**src/rtl/spi_chain_pkg.sv**
```systemverilog
package spi_chain_pkg;

    localparam int DEF_ADDR_W   = 7;
    localparam int DEF_DATA_W   = 16;
    localparam int DEF_NUM_REGS = 8;
    localparam int DEF_SYNC_W   = 2;

    typedef enum logic [1:0] {
        ST_IDLE   = 2'd0,
        ST_SHIFT  = 2'd1,
        ST_COMMIT = 2'd2
    } fsm_t;

endpackage

```
**src/rtl/spi_pin_sync.sv**
```systemverilog
module spi_pin_sync #(
    parameter int SYNC_W = 2
) (
    input  logic clk,
    input  logic rst_n,
    input  logic sclk,
    input  logic cs_n,
    input  logic sdi,
    output logic sclk_rise,
    output logic sclk_fall,
    output logic cs_fall,
    output logic cs_rise,
    output logic sdi_s
);

    logic [SYNC_W-1:0] sclk_q;
    logic [SYNC_W-1:0] cs_q;
    logic [SYNC_W-1:0] sdi_q;
    logic              sclk_d;
    logic              cs_d;

    // sdi goes through the same depth as sclk, so at a detected falling
    // edge sdi_s holds the value present when the pin fell.
    always_ff @(posedge clk or negedge rst_n) begin
        if (!rst_n) begin
            sclk_q <= '0;
            cs_q   <= '1;
            sdi_q  <= '0;
            sclk_d <= 1'b0;
            cs_d   <= 1'b1;
        end else begin
            sclk_q <= {sclk_q[SYNC_W-2:0], sclk};
            cs_q   <= {cs_q[SYNC_W-2:0], cs_n};
            sdi_q  <= {sdi_q[SYNC_W-2:0], sdi};
            sclk_d <= sclk_q[SYNC_W-1];
            cs_d   <= cs_q[SYNC_W-1];
        end
    end

    assign sclk_rise = sclk_q[SYNC_W-1] & ~sclk_d;
    assign sclk_fall = ~sclk_q[SYNC_W-1] & sclk_d;
    assign cs_fall   = ~cs_q[SYNC_W-1] & cs_d;
    assign cs_rise   = cs_q[SYNC_W-1] & ~cs_d;
    assign sdi_s     = sdi_q[SYNC_W-1];

endmodule

```
**src/rtl/spi_reg_bank.sv**
```systemverilog
module spi_reg_bank #(
    parameter int NUM_REGS = 8,
    parameter int ADDR_W   = 7,
    parameter int DATA_W   = 16
) (
    input  logic              clk,
    input  logic              rst_n,
    input  logic              wr_en,
    input  logic [ADDR_W-1:0] addr,
    input  logic [DATA_W-1:0] wr_data,
    output logic [DATA_W-1:0] rd_data
);

    logic [DATA_W-1:0] regs [NUM_REGS];

    // One storage word per mapped address; other addresses match no word.
    for (genvar g = 0; g < NUM_REGS; g++) begin : g_word
        always_ff @(posedge clk or negedge rst_n) begin
            if (!rst_n) begin
                regs[g] <= '0;
            end else if (wr_en && (addr == ADDR_W'(g))) begin
                regs[g] <= wr_data;
            end
        end
    end

    always_comb begin
        rd_data = '0;
        for (int i = 0; i < NUM_REGS; i++) begin
            if (addr == ADDR_W'(i)) begin
                rd_data = regs[i];
            end
        end
    end

endmodule

```
**src/rtl/spi_frame_fsm.sv**
```systemverilog
module spi_frame_fsm
    import spi_chain_pkg::*;
#(
    parameter int ADDR_W  = 7,
    parameter int DATA_W  = 16,
    parameter int FRAME_W = 1 + ADDR_W + DATA_W,
    parameter int CNT_W   = $clog2(FRAME_W)
) (
    input  logic               clk,
    input  logic               rst_n,
    input  logic               sclk_rise,
    input  logic               sclk_fall,
    input  logic               cs_fall,
    input  logic               cs_rise,
    input  logic               sdi_s,
    input  logic [DATA_W-1:0]  rd_data,
    output logic [ADDR_W-1:0]  reg_addr,
    output logic [DATA_W-1:0]  wr_data,
    output logic               wr_en,
    output logic               sdo,
    output fsm_t               state_o,
    output logic [CNT_W-1:0]   bitcnt_o,
    output logic               frame_full_o,
    output logic               pending_o,
    output logic [FRAME_W-1:0] shreg_o
);

    localparam logic [CNT_W-1:0] CNT_LAST = CNT_W'(FRAME_W - 1);
    localparam int               MSB      = FRAME_W - 1;

    fsm_t               state, state_nx;
    logic [FRAME_W-1:0] shreg;
    logic [FRAME_W-1:0] rsp;
    logic [CNT_W-1:0]   bitcnt;
    logic               frame_full;
    logic               pending;
    logic               aligned;
    logic               is_read;
    logic [FRAME_W-1:0] preload;

    assign aligned = frame_full && (bitcnt == '0);
    assign is_read = shreg[MSB];
    assign preload = pending ? rsp : '0;

    // State register
    always_ff @(posedge clk or negedge rst_n) begin
        if (!rst_n) begin
            state <= ST_IDLE;
        end else begin
            state <= state_nx;
        end
    end

    // Next-state logic
    always_comb begin
        state_nx = state;
        unique case (state)
            ST_IDLE:   if (cs_fall) state_nx = ST_SHIFT;
            ST_SHIFT:  if (cs_rise) state_nx = aligned ? ST_COMMIT : ST_IDLE;
            ST_COMMIT: state_nx = ST_IDLE;
            default:   state_nx = ST_IDLE;
        endcase
    end

    // Datapath registers driven by the state
    always_ff @(posedge clk or negedge rst_n) begin
        if (!rst_n) begin
            shreg      <= '0;
            rsp        <= '0;
            bitcnt     <= '0;
            frame_full <= 1'b0;
            pending    <= 1'b0;
            sdo        <= 1'b0;
        end else begin
            unique case (state)
                ST_IDLE: begin
                    if (cs_fall) begin
                        // Frame start: hand over the answer and drive its MSB at once,
                        // which also covers a rising edge landing in this cycle.
                        shreg      <= preload;
                        sdo        <= preload[MSB];
                        pending    <= 1'b0;
                        bitcnt     <= '0;
                        frame_full <= 1'b0;
                    end
                end
                ST_SHIFT: begin
                    if (sclk_rise) begin
                        sdo <= shreg[MSB];
                    end
                    if (sclk_fall) begin
                        shreg <= {shreg[MSB-1:0], sdi_s};
                        if (bitcnt == CNT_LAST) begin
                            bitcnt     <= '0;
                            frame_full <= 1'b1;
                        end else begin
                            bitcnt <= bitcnt + 1'b1;
                        end
                    end
                end
                ST_COMMIT: begin
                    if (is_read) begin
                        rsp     <= {1'b1, reg_addr, rd_data};
                        pending <= 1'b1;
                    end
                end
                default: ;
            endcase
        end
    end

    // Outputs
    always_comb begin
        reg_addr     = shreg[MSB-1 -: ADDR_W];
        wr_data      = shreg[DATA_W-1:0];
        wr_en        = (state == ST_COMMIT) && !is_read;
        state_o      = state;
        bitcnt_o     = bitcnt;
        frame_full_o = frame_full;
        pending_o    = pending;
        shreg_o      = shreg;
    end

endmodule

```
**src/rtl/spi_chain_slave.sv**
```systemverilog
module spi_chain_slave
    import spi_chain_pkg::*;
#(
    parameter int ADDR_W   = DEF_ADDR_W,
    parameter int DATA_W   = DEF_DATA_W,
    parameter int NUM_REGS = DEF_NUM_REGS,
    parameter int SYNC_W   = DEF_SYNC_W
) (
    input  logic clk,
    input  logic rst_n,
    input  logic sclk,
    input  logic cs_n,
    input  logic sdi,
    output logic sdo
);

    localparam int FRAME_W = 1 + ADDR_W + DATA_W;
    localparam int CNT_W   = $clog2(FRAME_W);

    logic               sclk_rise, sclk_fall, cs_fall, cs_rise, sdi_s;
    logic [ADDR_W-1:0]  reg_addr;
    logic [DATA_W-1:0]  wr_data, rd_data;
    logic               wr_en;
    fsm_t               state;
    logic [CNT_W-1:0]   bitcnt;
    logic               frame_full;
    logic               pending;
    logic [FRAME_W-1:0] shreg;

    spi_pin_sync #(.SYNC_W(SYNC_W)) u_sync (
        .clk       (clk),
        .rst_n     (rst_n),
        .sclk      (sclk),
        .cs_n      (cs_n),
        .sdi       (sdi),
        .sclk_rise (sclk_rise),
        .sclk_fall (sclk_fall),
        .cs_fall   (cs_fall),
        .cs_rise   (cs_rise),
        .sdi_s     (sdi_s)
    );

    spi_frame_fsm #(
        .ADDR_W  (ADDR_W),
        .DATA_W  (DATA_W),
        .FRAME_W (FRAME_W),
        .CNT_W   (CNT_W)
    ) u_fsm (
        .clk          (clk),
        .rst_n        (rst_n),
        .sclk_rise    (sclk_rise),
        .sclk_fall    (sclk_fall),
        .cs_fall      (cs_fall),
        .cs_rise      (cs_rise),
        .sdi_s        (sdi_s),
        .rd_data      (rd_data),
        .reg_addr     (reg_addr),
        .wr_data      (wr_data),
        .wr_en        (wr_en),
        .sdo          (sdo),
        .state_o      (state),
        .bitcnt_o     (bitcnt),
        .frame_full_o (frame_full),
        .pending_o    (pending),
        .shreg_o      (shreg)
    );

    spi_reg_bank #(
        .NUM_REGS (NUM_REGS),
        .ADDR_W   (ADDR_W),
        .DATA_W   (DATA_W)
    ) u_bank (
        .clk     (clk),
        .rst_n   (rst_n),
        .wr_en   (wr_en),
        .addr    (reg_addr),
        .wr_data (wr_data),
        .rd_data (rd_data)
    );

endmodule

```
**config.mk**
```make
export PLATFORM = sky130hd
export DESIGN_NAME = spi_chain_slave
export DESIGN_NICKNAME = d
export VERILOG_FILES = /design/src/rtl/spi_chain_pkg.sv /design/src/rtl/spi_pin_sync.sv /design/src/rtl/spi_reg_bank.sv /design/src/rtl/spi_frame_fsm.sv /design/src/rtl/spi_chain_slave.sv
export SDC_FILE = /design/constraint.sdc
export NUM_CORES = 1
export LEC_CHECK = 0
export ABC_AREA = 0
export BUFFER_PORTS_ARGS = -buffer_cell sky130_fd_sc_hd__buf_2
export CAP_MARGIN = 30
export CORE_MARGIN = 8
export CORE_UTILIZATION = 48
export DETAILED_ROUTE_END_ITERATION = 16
export GPL_TIMING_DRIVEN = 0
export PLACE_DENSITY_LB_ADDON = 0.05
export SYNTH_ARGS = -nofsm -noshare
export SYNTH_HDL_FRONTEND = slang
export SYNTH_SLANG_ARGS = --single-unit
```
**constraint.sdc**
```tcl
create_clock -name clk -period 2.2 [get_ports clk]
set_clock_uncertainty 0.05 [all_clocks]
set_input_delay 0.44 -clock clk [delete_from_list [all_inputs] [get_ports clk]]
set_output_delay 0.44 -clock clk [all_outputs]
set_load 0.01 [all_outputs]
```
## Word-level counts from Yosys, hierarchy flattened

Cells that the tools add are included.

- Output and inout port bits: 1
- Logic and storage cells: 96
- Input port bits: 5
- Flip-flop bits (word level): 194

- Mux-type cells: 29
- Bitwise operators: 8
- $add $sub $neg: 1
- Eq/ne operators: 16
- Reductions and logical operators: 22

Operators with widths:

| operator | number |
|---|---|
| 16-bit 2-to-1 mux | 8 |
| 24-bit 2-to-1 mux | 3 |
| 24-bit case mux with 2 select lines | 1 |
| 7-bit by 3-bit equality test with 1-bit output (second input constant) | 4 |
| 5-bit 2-to-1 mux | 3 |
| 7-bit by 2-bit equality test with 1-bit output (second input constant) | 2 |
| 1-bit logical AND | 10 |
| 5-bit case mux with 2 select lines | 1 |
| 3-bit AND reduction | 3 |
| 2-bit inequality test (second input constant) | 4 |
| 7-bit by 1-bit equality test with 1-bit output (second input constant) | 1 |
| 7-bit zero test | 1 |
| 1-bit 2-to-1 mux | 6 |
| 2-bit 2-to-1 mux | 3 |
| 1-bit case mux with 2 select lines | 3 |
| 5-bit by 1-bit adder with 5-bit output (second input constant) | 1 |
| 5-bit equality test (second input constant) | 1 |
| 5-bit zero test | 1 |
| 1-bit AND | 4 |
| 2-bit by 1-bit inequality test with 1-bit output (second input constant) | 2 |
| 1-bit NOT | 4 |
| 2-bit case mux with 2 select lines | 1 |
| 2-bit AND reduction | 2 |
| 4-bit AND reduction | 1 |
| other kinds (5) | 6 |

## Depth between registers and ports, before layout

- Depth after elaboration: 9
- Mapped depth: 8
- Depth with buffers taken out: 4

## By module

A second synthesis with hierarchy kept.

- Cells, all modules: 717
- Area total of the unflattened synthesis: 9298.9 sq um

By module, submodules not included:

| module | instances | area each (sq um) | sequential area each (sq um) | cells each |
|---|---|---|---|---|
| spi_reg_bank | 1 | 6003.3 | 3203.1 | 435 |
| spi_frame_fsm | 1 | 3056.7 | 1451.4 | 270 |
| spi_pin_sync | 1 | 239.0 | 203.9 | 12 |

## Least setup slack after synthesis

No wires, ideal clock.

- Path kind: register to register
- From: register u_fsm.shreg[21] (netlist: u_fsm.shreg_o[21])
- To: register u_bank.regs[101] (netlist bit)
- Path slack: 0.049 ns
- Library setup time: 0.125 ns
- Cell stages (with the launch flop): 6
- Clock period less this slack: 2.151 ns
- Data required time: 2.025 ns
- Arrival time: 1.976 ns
- Buffers on the path: 1
- Cell sequence: dfrtp_1 -> or3_4 -> or3_4 -> nor3_4 -> buf_8 -> mux2_2

- Longest elaborated chain between the ends: 2

Ends and longest elaborated chain:

| element | RTL line | text |
|---|---|---|
| start, declared | spi_frame_fsm.sv:32 | `logic [FRAME_W-1:0] shreg;` |
| start signal, assigned | spi_frame_fsm.sv:80 | `shreg <= preload;` |
| start signal, assigned | spi_frame_fsm.sv:92 | `shreg <= {shreg[MSB-1:0], sdi_s};` |
| 7-bit by 1-bit equality test with 1-bit output | spi_reg_bank.sv:21 | `end else if (wr_en && (addr == ADDR_W'(g))) begin` |
| 1-bit logical AND | spi_reg_bank.sv:21 |  |
| end signal, assigned by index | spi_reg_bank.sv:22 | `regs[g] <= wr_data;` |
| end, declared | spi_reg_bank.sv:14 | `logic [DATA_W-1:0] regs [NUM_REGS];` |

No other way between the ends.
A chain may end at the register's enable or synchronous reset.

## Worst setup path after layout

- From: register u_fsm.shreg[21] (netlist: u_fsm.shreg_o[21])
- To: register u_bank.regs[105] (netlist bit)

The elaborated chain is that of the path after synthesis.

==> reports/qor.csv <==
metric,value,unit
post-route-period-util,102,%
synth_top_area_share,55.2,%
clockBufferDepth,2,
drc_errors,0,
antennaDiodeCount,0,
syn_avg_cell_area,12.9,um^2
drt-vias-per-instance,5.89,
cp-startpoint,u_fsm.shreg_o[21],
period_needed,2240,ps
grt_max_degree,119,
status,finished with violations,
boundaryPins,6,
clock-root-buffer,clkbuf_16,
hold_path.class,input pin to async pin,
max_stage_delay,410,ps
crit_chain,or3_4 -> or3_4 -> nor3_4 -> buf_6 -> buf_12 -> mux2_4,
avgRoutedWirePerCell,21.7,um
violations,setup timing,
criticalPathCategory,flip-flop to flip-flop,
regToRegEndpoint,u_bank.regs[105],
final_hold_viol_count,0,
synth_top_flop_cell,dfrtp_1,
yosysTopAreaCell,dfrtp_1,
synthCells,674,
reg2reg_from,u_fsm.shreg_o[21],
track_usage,19.8,%
grt-ovfl-total,0,
ys_warn_count,0,
vias,5694,
place.gp.congestion,0.783,
synth.most_common_cell,dfrtp_1,
crit_required,2460,ps
io_buffers,5,
placed_cells,909,
startpoint_type,flip-flop,
die-area,22600,um^2
final_nets,732,
die_h,150,um
setup_ws,-36.3,ps
clk_latency,440,ps
arrival,2490,ps
area_growth,17.1,%
r2r_cells,6,
ant_nets,0,
power-per-cell-area,740,nW/um^2
cts_hold_buffers,0,
die_x,150,um
slew_headroom,39.5,%
ys_seq_area_share,56.1,%
max_freq,0.447,GHz
crit_slowest_cell,or3_4,
synth_cell_type_count,45,
synth_edf_count,0,
synthArstFlopShare,100,%
drt_iter0_markers,428,
cts.clk_slew.worst_paths,70,ps
regToRegSetupSlack,-40,ps
core,17800,um^2
p_leak,4.77,nW
ir_drop,793,uV
dp_hpwl,13100,um
drive_gt1_share,37.3,%
cp-end-kind,flip-flop,
grt_pass1_vias,5960,
critPathBufInv,2,
cts_buffers,17,
cp_common_cell,or3_4,
worst_pin_slew,907,ps
rsz0062_at_grt,yes,
worstSetupEndpoint,u_bank.regs[105],
cp_max_fo,5,
maxCapViolCount,0,
stdcell_count,967,
cts_tree,yes,
synth_common_cells,"191 x dfrtp_1, 131 x mux2_2, 61 x o21ai_0",
clock_sinks,194,
antenna_found_initial,0,
synth_area,8660,um^2
initial_core_util,48.6,%
htree_levels,4,
first_pass_iters,5,
drt_wl_total,20900,um
syn_nets,681,
rows,49,
setup_violations,5,
grt_pass1_wl,33600,um
synth_seq_cells,194,
final_core_util,56.8,%
synthTopCellsByArea,"dfrtp_1 55%, mux2_2 17%, mux4_2 4.2%",
cp.depth,6,
maxSlewViolCount,0,
path_delay_family,simple AND/OR/NAND/NOR gates,
design_power_total,7.51,mW
-- where the power goes --
group / leakage (nW) / switching (mW) / internal, mW / total (mW)
registers: 2.68 / 0.0695 / 3.66 / 3.73
clock network: 0.297 / 1.36 / 1.82 / 3.18
logic: 1.80 / 0.416 / 0.182 / 0.598
total: 4.77 / 1.85 / 5.66 / 7.51
-- flip-flops by register name, summed over array words and instances (netlist names) --
name and cells:
u_bank.regs 128, u_fsm.bitcnt_o 5, u_fsm.frame_full_o 1, u_fsm.pending_o 1, u_fsm.rsp 24, u_fsm.sdo 1
u_fsm.shreg_o 24, u_fsm.state_o 2, u_sync.cs_d 1, u_sync.cs_q 2, u_sync.sclk_d 1, u_sync.sclk_q 2
u_sync.sdi_q 2
-- final cells by class --
class / instances / area [um^2]
well taps: 229 / 287
plain buffers: 58 / 368
fillers: 1416 / 7700
inverters: 7 / 26.3
multi-input cells: 413 / 3670
repair buffers: 34 / 333
flip-flops and latches: 194 / 4860
clock buffers: 19 / 443
clock inverters: 13 / 158
-- cells by family (layout without fill, tap and decap cells) --
logic type / after synthesis / in the layout / share of synthesized area (%)
DFF: 194 / 194 / 56.1
muxes: 163 / 163 / 23.0
AOI/OAI and AO/OA: 129 / 129 / 9.47
adders and majority gates: 2 / 2 / 0.289
and+or+nand+nor: 119 / 119 / 7.60
buffers and inverters: 67 / 131 / 3.54
-- worst min-delay path by stage --
stage,startpoint,to,slack (ps),depth (start not counted)
2_1_floorplan,rst_n,u_bank.regs[0],90,0
3_3_place_gp,u_sync.sdi_q[0],u_sync.sdi_q[1],290,0
3_5_place_dp,u_sync.sclk_q[0],u_sync.sclk_q[1],290,0
4_1_cts,cs_n,u_sync.cs_q[0],40,1
5_1_grt,cs_n,u_sync.cs_q[0],30,1
6_report,rst_n,u_fsm.bitcnt_o[3],10,1
-- metal layers --
| metal | share of wire (%) | vias up | track usage, % |
|---|---|---|---|
| li1 | - | 2550 | - |
| met1 | 46 | 2970 | 27.8 |
| met2 | 47 | 141 | 30.0 |
| met3 | 4.2 | 33 | 3.58 |
| met4 | 2.5 | 0 | 7.80 |
| met5 | 0 | - | 0 |
-- cell usage in the layout, fill, tap and decap left out, types with 6 or more instances in the layout --
cell       synthesis  routed
o21ai_0           61      61
nor3_4             4       6
clkbuf_1          27      18
clkbuf_16          0      17
and3_1            23      23
buf_12             0       7
mux2i_1           16      16
buf_1             17      15
buf_2              8       8
mux2_2           131     110
buf_6              2       8
dfrtp_1          191     189
a21oi_1           31      31
a221o_1           13      13
clkbuf_2           0       9
o221a_2           13      13
mux2_4             0      21
nand2_1           55      54
mux4_2            16      16
buf_4              5      22
inv_1              7       7
-- timing repair --
action / in CTS / in global routing
setup endpoints to repair: 164 / 90
pin swaps: 9 / 6
resized for setup: 58 / 26
cloned: 3 / 0
buffers inserted: 24 / 2
-- metrics by stage --
stage                     setup slack (ps)  hold WS, ps  cell area [um^2]  setup TNS (ps)
after CTS                            -35.5         35.8             10100            -300
after floorplan                       49.1         94.4              8660               0
after global placement               -2410          286              8980         -493070
after global routing                 -68.9         28.2             10100            -403
after detailed placement              -458          290              9010          -34910
final                                -36.3         10.6             10100            -132
Power figures use the tool's default switching activity.
